<file path="config.mk">
export PLATFORM = sky130hd
export DESIGN_NAME = acq_bx_counter
export DESIGN_NICKNAME = d
export VERILOG_FILES = /design/src/rtl/acqcnt_pkg.sv /design/src/rtl/acqcnt_ctrl.sv /design/src/rtl/acqcnt_datapath.sv /design/src/rtl/acq_bx_counter.sv
export SDC_FILE = /design/constraint.sdc
export NUM_CORES = 1
export LEC_CHECK = 0
export BUFFER_PORTS_ARGS = -buffer_cell sky130_fd_sc_hd__buf_2
export CORE_ASPECT_RATIO = 0.5
export CORE_MARGIN = 2
export CORE_UTILIZATION = 30
export CTS_BUF_LIST = sky130_fd_sc_hd__clkbuf_16
export CTS_CLUSTER_DIAMETER = 60
export DETAILED_ROUTE_END_ITERATION = 12
export GPL_ROUTABILITY_DRIVEN = 1
export GPL_TIMING_DRIVEN = 0
export HOLD_SLACK_MARGIN = 0.03
export SLEW_MARGIN = 20
export SYNTH_ARGS = -nofsm -noshare
export SYNTH_HDL_FRONTEND = slang
export SYNTH_SLANG_ARGS = --single-unit
</file>
<file path="constraint.sdc">
create_clock -name clk -period 2.9 [get_ports clk]
set_input_delay 0.145 -clock clk [delete_from_list [all_inputs] [get_ports clk]]
set_output_delay 0.145 -clock clk [all_outputs]
set_load 0.01 [all_outputs]
</file>
<file path="src/rtl/acqcnt_pkg.sv">
package acqcnt_pkg;

  // Strobes issued by the control section to the counting datapath
  typedef struct packed {
    logic clearAll;      // host clear, wins over everything
    logic cycleStart;    // a start pulse that is not overridden
    logic advanceCycle;  // a start that moves the cycle number
    logic bxTick;        // one master-clock period elapsed
    logic spillRise;     // rising edge of the spill level
  } ctrlStrobe_t;

  localparam logic [1:0] ADDR_CYCLE  = 2'd0;
  localparam logic [1:0] ADDR_BX     = 2'd1;
  localparam logic [1:0] ADDR_SPILL  = 2'd2;
  localparam logic [1:0] ADDR_STATUS = 2'd3;

endpackage

</file>
<file path="src/rtl/acqcnt_ctrl.sv">
module acqcnt_ctrl
  import acqcnt_pkg::*;
#(
  parameter int DIV = 10
) (
  input  logic        clk,
  input  logic        rstN,
  input  logic        hostClear,
  input  logic        startAcq,
  input  logic        spillIn,
  output ctrlStrobe_t strb,
  output logic        running
);

  localparam int DW = (DIV > 1) ? $clog2(DIV) : 1;
  localparam logic [DW-1:0] LAST = DW'(DIV - 1);

  logic [DW-1:0] divCnt;
  logic          spillPrev;

  always_ff @(posedge clk or negedge rstN) begin
    if (!rstN) begin
      running   <= 1'b0;
      divCnt    <= '0;
      spillPrev <= 1'b0;
    end else begin
      spillPrev <= spillIn;
      if (hostClear) begin
        running <= 1'b0;
        divCnt  <= '0;
      end else if (startAcq) begin
        running <= 1'b1;
        divCnt  <= '0;
      end else if (running) begin
        divCnt <= (divCnt == LAST) ? '0 : divCnt + DW'(1);
      end
    end
  end

  always_comb begin
    strb.clearAll     = hostClear;
    strb.cycleStart   = startAcq && !hostClear;
    strb.advanceCycle = startAcq && !hostClear && running;
    strb.bxTick       = running && !hostClear && !startAcq && (divCnt == LAST);
    strb.spillRise    = spillIn && !spillPrev && !hostClear;
  end

endmodule

</file>
<file path="src/rtl/acqcnt_datapath.sv">
module acqcnt_datapath
  import acqcnt_pkg::*;
#(
  parameter int AC_W     = 16,
  parameter int BX_W     = 16,
  parameter int SPILL_W  = 16,
  parameter bit SPILL_EN = 1'b1,
  parameter int DATA_W   = 32
) (
  input  logic              clk,
  input  logic              rstN,
  input  ctrlStrobe_t       strb,
  input  logic              running,
  input  logic              evtReq,
  input  logic [1:0]        rdAddr,
  output logic [DATA_W-1:0] rdData,
  output logic              evtValid,
  output logic [AC_W-1:0]   evtCycle,
  output logic [AC_W-1:0]   acCount,
  output logic [BX_W-1:0]   bxCount,
  output logic [SPILL_W-1:0] spillCount,
  output logic              bxOvf
);

  localparam logic [BX_W-1:0] BX_MAX = {BX_W{1'b1}};

  // cycle number
  always_ff @(posedge clk or negedge rstN) begin
    if (!rstN)                  acCount <= '0;
    else if (strb.clearAll)     acCount <= '0;
    else if (strb.advanceCycle) acCount <= acCount + AC_W'(1);
  end

  // bunch-crossing number with saturation
  always_ff @(posedge clk or negedge rstN) begin
    if (!rstN) begin
      bxCount <= '0;
      bxOvf   <= 1'b0;
    end else if (strb.clearAll || strb.cycleStart) begin
      bxCount <= '0;
      bxOvf   <= 1'b0;
    end else if (strb.bxTick) begin
      if (bxCount == BX_MAX) bxOvf   <= 1'b1;
      else                   bxCount <= bxCount + BX_W'(1);
    end
  end

  // optional spill counter
  generate
    if (SPILL_EN) begin : g_spill
      logic [SPILL_W-1:0] spillReg;
      always_ff @(posedge clk or negedge rstN) begin
        if (!rstN)               spillReg <= '0;
        else if (strb.clearAll)  spillReg <= '0;
        else if (strb.spillRise) spillReg <= spillReg + SPILL_W'(1);
      end
      assign spillCount = spillReg;
    end else begin : g_nospill
      assign spillCount = '0;
    end
  endgenerate

  // event tagging
  always_ff @(posedge clk or negedge rstN) begin
    if (!rstN) begin
      evtValid <= 1'b0;
      evtCycle <= '0;
    end else begin
      evtValid <= evtReq;
      if (evtReq) evtCycle <= acCount;
    end
  end

  // read-only register view
  always_comb begin
    unique case (rdAddr)
      ADDR_CYCLE:  rdData = DATA_W'(acCount);
      ADDR_BX:     rdData = DATA_W'(bxCount);
      ADDR_SPILL:  rdData = DATA_W'(spillCount);
      default:     rdData = DATA_W'({running, bxOvf});
    endcase
  end

endmodule

</file>
<file path="src/rtl/acq_bx_counter.sv">
module acq_bx_counter
  import acqcnt_pkg::*;
#(
  parameter int DIV      = 10,
  parameter int AC_W     = 16,
  parameter int BX_W     = 16,
  parameter int SPILL_W  = 16,
  parameter bit SPILL_EN = 1'b1,
  parameter int DATA_W   = 32
) (
  input  logic              clk,
  input  logic              rstN,
  input  logic              hostClear,
  input  logic              startAcq,
  input  logic              spillIn,
  input  logic              evtReq,
  input  logic [1:0]        rdAddr,
  output logic [DATA_W-1:0] rdData,
  output logic              evtValid,
  output logic [AC_W-1:0]   evtCycle
);

  ctrlStrobe_t        strb;
  logic               running;
  logic [AC_W-1:0]    acCount;
  logic [BX_W-1:0]    bxCount;
  logic [SPILL_W-1:0] spillCount;
  logic               bxOvf;

  acqcnt_ctrl #(.DIV(DIV)) u_ctrl (
    .clk(clk), .rstN(rstN), .hostClear(hostClear), .startAcq(startAcq),
    .spillIn(spillIn), .strb(strb), .running(running)
  );

  acqcnt_datapath #(
    .AC_W(AC_W), .BX_W(BX_W), .SPILL_W(SPILL_W),
    .SPILL_EN(SPILL_EN), .DATA_W(DATA_W)
  ) u_dp (
    .clk(clk), .rstN(rstN), .strb(strb), .running(running), .evtReq(evtReq),
    .rdAddr(rdAddr), .rdData(rdData), .evtValid(evtValid), .evtCycle(evtCycle),
    .acCount(acCount), .bxCount(bxCount), .spillCount(spillCount), .bxOvf(bxOvf)
  );

endmodule

</file>
# Word-level counts from Yosys, hierarchy flattened
# Cells that the tools add are included.
[op_classes]
multipliers = 0
eq_ne = 5
n_addsub = 4
n_reduce_logical = 20
bitwise = 0
order_cmp = 0
n_div = 0
shift = 0
mux = 17
[op_table]
columns = ["operator", "count"]
rows = [
  ["2-to-1 mux 16 bit", 7],
  ["adder 16 x 1 -> 16 bit (second input constant)", 3],
  ["one-hot mux 16 bit (3 select lines)", 1],
  ["equality test 16 bit (second input constant)", 1],
  ["2-to-1 mux 4 bit", 4],
  ["nonzero test 2 bit", 5],
  ["logical AND 1 bit", 7],
  ["2-to-1 mux 1 bit", 5],
  ["adder 4 x 1 -> 4 bit (second input constant)", 1],
  ["equality test 4 bit (second input constant)", 1],
  ["AND reduction 2 bit", 2],
  ["logical NOT 1 bit", 3],
  ["nonzero test 3 bit", 1],
  ["equality test 2 x 1 -> 1 bit (second input constant)", 1],
  ["equality test 2 bit (second input constant)", 1],
  ["logical NOT 2 bit", 1],
  ["inequality test 2 x 1 -> 1 bit (second input constant)", 1],
  ["logical OR 1 bit", 1],
]
[word_totals]
memories = 0
word_cells = 55
regBits = 72
in_bits = 8
rom_bits = 0
latch_bits = 0
mem_bits_rw = 0
out_inout_bits = 49

# Depth between registers and ports, before layout
# Gate-level depths: netlist of run 1.
[logic_depth]
depth_word = 6
mapped_depth = 6
ltp_nobuf = 6

# Cells and area by module
# A second synthesis of run 1 with hierarchy kept.
[unflattened]
cells_unflattened = 401
hier_area_um2 = 3971.3
[modules_own_cells]
columns = ["mod", "area_per_inst_um2", "seq_area_each_um2", "cells_each", "n_inst"]
rows = [
  ["acqcnt_datapath", 3637.2, 1651.6, 366, 1],
  ["acqcnt_ctrl", 334.1, 150.1, 35, 1],
]

# Worst setup path after synthesis of run 1
# Ideal clock, no wire load.
[synth_timing]
path_kind = "register to register"
startpoint = "register u_dp.bxCount[0]"
endpoint = "register u_dp.bxCount[11]"
period_less_slack_ns = 1.920
t_arrival_ns = 1.825
t_required_ns = 2.804
setup_ns = 0.096
slack_ns = 0.980
path_buffers = 1
path_stages_with_launch = 7
cell_sequence = "dfrtp_1 > ha_1 > nand4_4 > or4_1 > buf_2 > and2_4 > a311oi_2"
[synth_via]
elab_chain_len = 4
word_cells_on_any_way = 7
cone_classes = "add/sub: 1; eq/ne: 2; mux: 3; reduce/logical: 1"
[synth_rtl]
columns = ["element", "line_no", "source"]
rows = [
  ["from (decl)", "acqcnt_datapath.sv:20", "output logic [BX_W-1:0] bxCount,"],
  ["from (signal assigned)", "acqcnt_datapath.sv:44", "else bxCount <= bxCount + BX_W'(1);"],
  ["adder 16 x 1 -> 16 bit", "acqcnt_datapath.sv:44", ""],
  ["2-to-1 mux 16 bit", "acqcnt_datapath.sv:43", "if (bxCount == BX_MAX) bxOvf <= 1'b1;"],
  ["2-to-1 mux 16 bit", "acqcnt_datapath.sv:42", "end else if (strb.bxTick) begin"],
  ["2-to-1 mux 16 bit", "acqcnt_datapath.sv:39", "end else if (strb.clearAll || strb.cycleStart) begin"],
]
# Parallel ways exist; a longest one is shown, timed or not. The select of a mux whose other input is x is not followed.
# A chain may end at the register's enable or synchronous reset.

# Final worst setup path of run 1
[layout_timing]
startpoint = "register u_ctrl.divCnt[1]"
endpoint = "register u_dp.bxCount[11]"
[layout_via]
elab_chain_len = 4
[layout_rtl]
columns = ["element", "line_no", "source"]
rows = [
  ["from (decl)", "acqcnt_ctrl.sv:18", "logic [DW-1:0] divCnt;"],
  ["from (signal assigned)", "acqcnt_ctrl.sv:35", "divCnt <= (divCnt == LAST) ? '0 : divCnt + DW'(1);"],
  ["equality test 4 bit", "acqcnt_ctrl.sv:44", "strb.bxTick = running && !hostClear && !startAcq && (divCnt == LAST);"],
  ["logical AND 1 bit", "acqcnt_ctrl.sv:44", ""],
  ["nonzero test 2 bit (no source line)", "--", ""],
  ["AND reduction 2 bit (no source line)", "--", ""],
]
# Every way passes these cells.

==> results of run 1 <==
critical path, stage by stage (launching register included):
cell	delay, ps
dfrtp_1	410
inv_1	70
ha_1	180
nand4b_1	320
nor4_2	650
a21oi_1	160
a311oi_2	260
report_power, final:
part	total (W)	internal [W]	leakage [nW]	switching [W]
sequential	0.00102	0.00101	0.998	0.0000103
clock	0.00106	0.000650	0.144	0.000406
combinational	0.000134	0.0000502	0.990	0.0000835
total	0.00221	0.00171	2.13	0.000500
worst max path at each step:
stage | from | endpoint | slack (ps) | cells after the start
2_1_floorplan | u_dp.bxCount[0] | u_dp.bxCount[11] | 980 | 6
3_3_place_gp | u_ctrl.divCnt[1] | u_dp.bxCount[15] | 800 | 6
3_5_place_dp | u_ctrl.divCnt[1] | u_dp.bxCount[11] | 740 | 6
4_1_cts | u_ctrl.divCnt[1] | u_dp.bxCount[11] | 740 | 6
5_1_grt | u_ctrl.divCnt[1] | u_dp.bxCount[13] | 560 | 6
6_report | u_ctrl.divCnt[1] | u_dp.bxCount[11] | 740 | 6
stage by stage:
| stage | std cells | power, W |
|---|---|---|
| after floorplan | 412 | 0.001118 |
| after global placement | 619 | 0.001167 |
| after detailed placement | 620 | 0.001173 |
| after CTS | 638 | 0.002245 |
| after global routing | 638 | 0.002307 |
| final | 638 | 0.002213 |
registers in the layout, indices dropped and copies added, names as in the netlist:
name and cells:
u_dp.acCount 16, u_dp.bxCount 16, u_dp.evtCycle 16, u_dp.spillCount 16, u_ctrl.divCnt 4, u_ctrl.running 1, u_ctrl.spillPrev 1, u_dp.bxOvf 1
u_dp.evtValid 1
placed cells by master (no fill, tap or decap), drive strengths merged, types with 5 or more instances in the layout:
cell type and n:
buf 59, inv 8, and3 5, mux2i 17
mux2 18, conb 16, nand3 17, xor2 16
nand4 13, and4 8, o21ai 25, nor4 10
xnor2 6, or3 9, clkbuf 25, dfrtp 72
a21oi 22, nor2 34, ha 5, nand2 34
nor3 6
cells in the mapped netlist (2+ instances only):
cell      instances  share of area
a21oi_1          22          0.028
a311oi_2          2         0.0077
and2_1            2         0.0032
and3_1            5         0.0080
and4_1            8          0.018
and4b_1           4          0.010
buf_1             3         0.0029
buf_2             2         0.0026
buf_4            16          0.031
clkbuf_1         16          0.015
dfrtp_1          72           0.46
ha_1              5          0.016
inv_1             7         0.0067
mux2_2           18          0.052
mux2i_1          17          0.043
mux4_2            2          0.011
nand2_1          34          0.033
nand3_1          17          0.022
nand4_1          12          0.019
nor2_1           34          0.033
nor2b_1           4         0.0064
nor3_1            6         0.0077
nor4_1            9          0.014
o21ai_0          25          0.032
o31ai_1           3         0.0057
or3_1             9          0.014
or4_1             4         0.0077
xnor2_1           6          0.013
xor2_1           16          0.036
metal layers:
layer  track usage  part of all wire
met1        0.1946              0.47
met2        0.2075              0.45
met3       0.03965             0.055
met4       0.07431             0.027
met5             0                 0
area by class of cell:
cell class | count | area [um2]
repair buffers | 41 | 245.2
inverters | 7 | 26.28
multi-input cells | 296 | 1951
clock inverters | 6 | 52.55
fillers | 1293 | 7984
plain buffers | 37 | 201.4
clock buffers | 9 | 225.2
well taps | 170 | 212.7
flip-flops and latches | 72 | 1802
logic make-up after synthesis:
family | share of synthesized area
fa+ha+maj | 0.01594
xor+xnor | 0.04911
buf+inv | 0.05804
other cells | 0.0009557
simple gates | 0.2149
flops | 0.4592
compound gates | 0.09535
mux | 0.1065
==> flow_metrics.py, run 1 <==
metrics = {
    "run_status": {
        "status": "complete, no violations",
    },
    "sta": {
        "maxSlewHeadroom": 0.4906,
        "drv_slew": 0,
        "layout_min_cycle_time_ps": 2160,
        "layout_setup_ws_ps": 739.6,
        "fin_hold_ws_ps": 236.4,
        "fin_worst_skew_ps": 5.125,
        "setup_viol": 0,
        "fin_crit_sh": 0.7450,
        "max_freq_mhz": 462.9,
        "worst_pin_slew_ps": 755.8,
        "setup-tns-final_ps": 0,
        "rsz0062_at_grt": "false",
        "hold_viol": 0,
    },
    "clock_tree": {
        "clock_sinks": 72,
        "holdBufCountCts": 3,
        "ctsResizeCount": 0,
        "insertion_delay_ps": 330,
        "ctsRootBufferMaster": "clkbuf_16",
        "clk_path_buf_depth": 2,
        "cts_setup_buffers": 0,
        "cts_made_buffers": 9,
        "cts_tree": "built",
        "cts.reportedPaths.clkPinSlew_ps": 50,
        "cts_max_level": 3,
    },
    "drt": {
        "wl_per_cell_um": 15.13,
        "num_vias": 3129,
        "detail_route.iter0.violations": 210,
        "wl_um": 9656,
        "drt_pass1_iterations": 4,
        "drtAntennaViolNets": 0,
        "via_per_inst": 4.904,
        "remaining_drc_errors": 0,
    },
    "synthesis": {
        "ys_ff_latch": 72,
        "synth_ff_type": "dfrtp_1",
        "synth_edf_count": 0,
        "avgSynthCellArea_um2": 9.884,
        "yosys_warnings": 0,
        "netlist_area_um2": 3924,
        "syn_inst": 397,
        "async_flop_share": 1.000,
        "ys_types": 46,
        "ys_seq_area_frac": 0.4592,
    },
    "floorplan": {
        "fp-row-count": 29,
        "chipWidth_um": 165.7,
        "die_h_um": 84.87,
        "ios": 57,
        "dieArea_um2": 14070,
        "start_util": 0.3090,
        "core_um2": 12700,
    },
    "final_layout": {
        "stdcell_area_um2": 4716,
        "drive_above_1_share": 0.2073,
        "final_core_util": 0.3713,
        "n_antenna_cell": 0,
        "final_nets": 477,
        "area_growth_pct": 20.18,
    },
    "grt": {
        "grt_pass1_vias": 2993,
        "antenna_found_initial": 0,
        "grt_max_degree": 52,
        "grt-ovfl-total": 0,
        "grt_usage": 0.1425,
        "grt_pass1_wl_um": 15890,
    },
    "setup_path": {
        "rr_startpoint": "u_ctrl.divCnt[1]",
        "cp-end-kind": "flip-flop",
        "r2r_cells": 6,
        "rrSetupSlack_ps": 740,
        "critPathMaxFanout": 7,
        "critPathLaunchType": "flip-flop",
        "crit_required_ps": 3140,
        "r2r-end": "u_dp.bxCount[11]",
        "worstSetupPathType": "flip-flop to flip-flop",
        "arrival_ps": 2400,
    },
    "min_path": {
        "worstHoldPathCells": 2,
        "holdCritStartpoint": "hostClear",
        "holdPathEnd": "u_dp.spillCount[15]",
        "worstHoldPathType": "input port to flip-flop",
    },
    "job": {
        "drv_cap": 0,
    },
    "power_and_ir_drop": {
        "power_density_nw_per_um2": 469.3,
        "ir_worst_vdd_mv": 0.2263,
        "p_leak_nw": 2.132,
    },
    "placement": {
        "place_area_um2": 4408,
        "dpl_worst_slack_ps": 736.1,
        "gp_congestion": 0.7983,
        "portBuffers": 37,
        "dp_hpwl_um": 6968,
    },
}
(Power assumes the default switching activity.)
==> run 2: changes to the inputs <==
clock period = 2.2 ns   (was 2.9 ns; I/O delays follow)
==> flow_metrics.py, run 2 (synthesis results as in run 1) <==
metrics = {
    "run_status": {
        "status": "complete, no violations",
    },
    "setup_path": {
        "arrival_ps": 2350,
        "cp-end-kind": "flip-flop",
        "critPathLaunchType": "flip-flop",
        "worstSetupPathType": "flip-flop to flip-flop",
        "crit_required_ps": 2440,
        "critPathMaxFanout": 8,
    },
    "floorplan": {
        "die_h_um": 84.87,
        "start_util": 0.3090,
        "fp-row-count": 29,
        "ios": 57,
        "core_um2": 12700,
        "dieArea_um2": 14070,
        "chipWidth_um": 165.7,
    },
    "drt": {
        "wl_um": 9663,
        "via_per_inst": 4.956,
        "detail_route.iter0.violations": 204,
        "num_vias": 3157,
        "drt_pass1_iterations": 4,
        "wl_per_cell_um": 15.17,
        "remaining_drc_errors": 0,
        "drtAntennaViolNets": 0,
    },
    "clock_tree": {
        "cts_max_level": 3,
        "cts_made_buffers": 9,
        "ctsRootBufferMaster": "clkbuf_16",
        "cts.reportedPaths.clkPinSlew_ps": 50,
        "clk_path_buf_depth": 2,
        "clock_sinks": 72,
        "cts_setup_buffers": 0,
        "insertion_delay_ps": 340,
        "cts_tree": "built",
    },
    "sta": {
        "hold_viol": 0,
        "maxSlewHeadroom": 0.5378,
        "layout_min_cycle_time_ps": 2112,
        "max_freq_mhz": 473.4,
        "layout_setup_ws_ps": 87.68,
        "rsz0062_at_grt": "false",
        "fin_worst_skew_ps": 5.906,
        "worst_pin_slew_ps": 693.3,
        "fin_crit_sh": 0.9601,
        "setup-tns-final_ps": 0,
        "drv_slew": 0,
        "setup_viol": 0,
    },
    "final_layout": {
        "final_core_util": 0.3729,
        "mostFrequentLayoutCells": "dfrtp_1, buf_2, nand2_1, nor2_1, o21ai_0",
        "final_nets": 476,
        "n_antenna_cell": 0,
        "mostFrequentLayoutCell": "dfrtp_1",
        "area_growth_pct": 20.70,
        "drive_above_1_share": 0.2120,
        "stdcell_area_um2": 4736,
        "multi_input_area_um2": 1973,
        "fill_cells": 1285,
        "register_area_um2": 1803,
    },
    "placement": {
        "place_area_um2": 4408,
        "dp_hpwl_um": 6968,
        "portBuffers": 37,
        "gp_congestion": 0.7983,
        "dpl_worst_slack_ps": 36.12,
    },
    "power_and_ir_drop": {
        "p_leak_nw": 2.144,
        "p_total_w": 0.002917,
        "power_density_nw_per_um2": 615.9,
        "ir_worst_vdd_mv": 0.2994,
    },
    "grt": {
        "grt_max_degree": 52,
        "grt_pass1_vias": 2993,
        "grt_usage": 0.1425,
        "grt-ovfl-total": 0,
        "antenna_found_initial": 0,
        "grt_pass1_wl_um": 15890,
    },
    "job": {
        "drv_cap": 0,
    },
    "min_path": {
        "worstHoldPathType": "input port to async pin",
    },
}
## run 2: cell count changes in the layout (fill, tap and decap cells not counted), sizes merged
cell,delta
clkbuf,-1
## run 2: area by class of cell
| class | count | area share |
|---|---|---|
| tap | 170 | 0.04491 |
| clock buffer | 9 | 0.04756 |
| timing repair buffer | 41 | 0.05178 |
| multi-input combinational | 296 | 0.4166 |
| inverter | 7 | 0.005548 |
| sequential | 72 | 0.3807 |
| buffer | 36 | 0.04174 |
| clock inverter | 6 | 0.01110 |
## run 2: report_power, final
part / leakage, nW / internal (W) / switching [W]
clock: 0.144 / 0.000856 / 0.000535
sequential: 0.996 / 0.00134 / 0.0000137
combinational: 1.00 / 0.0000662 / 0.000110
total: 2.14 / 0.00226 / 0.000659
## run 2: through the flow
step / instances / hold slack [ps]
after CTS: 638 / 196.6
final: 637 / 206.4
after global routing: 637 / 252.4
after global placement: 619 / 233.5
after floorplan: 412 / -185.6
after detailed placement: 620 / 28.38
## run 2: path summary, 6_finish.rpt
kind | depth (start not counted) | end | start | slack (ps)
setup / recovery | 6 | u_dp.bxCount[11] | u_dp.bxCount[1] | 90
hold / removal | 2 | u_dp.evtCycle[5] | rstN | 210
setup reg to reg | 6 | u_dp.bxCount[11] | u_dp.bxCount[1] | 90
hold reg to reg | 2 | u_dp.bxOvf | u_dp.bxOvf | 490
max in group asynchronous | 3 | u_dp.bxCount[0] | rstN | 1420
min in group clk | 2 | u_dp.spillCount[15] | hostClear | 210
## run 2: critical path, cell delays in order (launching register included)
cell      delay, ps
dfrtp_1         430
ha_2            250
nand4_4         180
or4_1           540
buf_2           190
and2_4          160
a311oi_2        250
## run 2: timing repair
item | CTS | global route
gates resized for setup | 0 | 4
endpoints found under the setup margin | 0 | 6
hold buffers | 3 | 0
endpoints found under the hold margin | 74 | 0
## run 2: routing by layer
metal | routed length (um) | track usage | part of all wire | vias to the layer above
li1 | - | - | - | 1528
met1 | 4655 | 0.1946 | 0.48 | 1529
met2 | 4276 | 0.2075 | 0.44 | 84
met3 | 503 | 0.03965 | 0.052 | 16
met4 | 227 | 0.07431 | 0.023 | 0
met5 | 0 | 0 | 0 | -
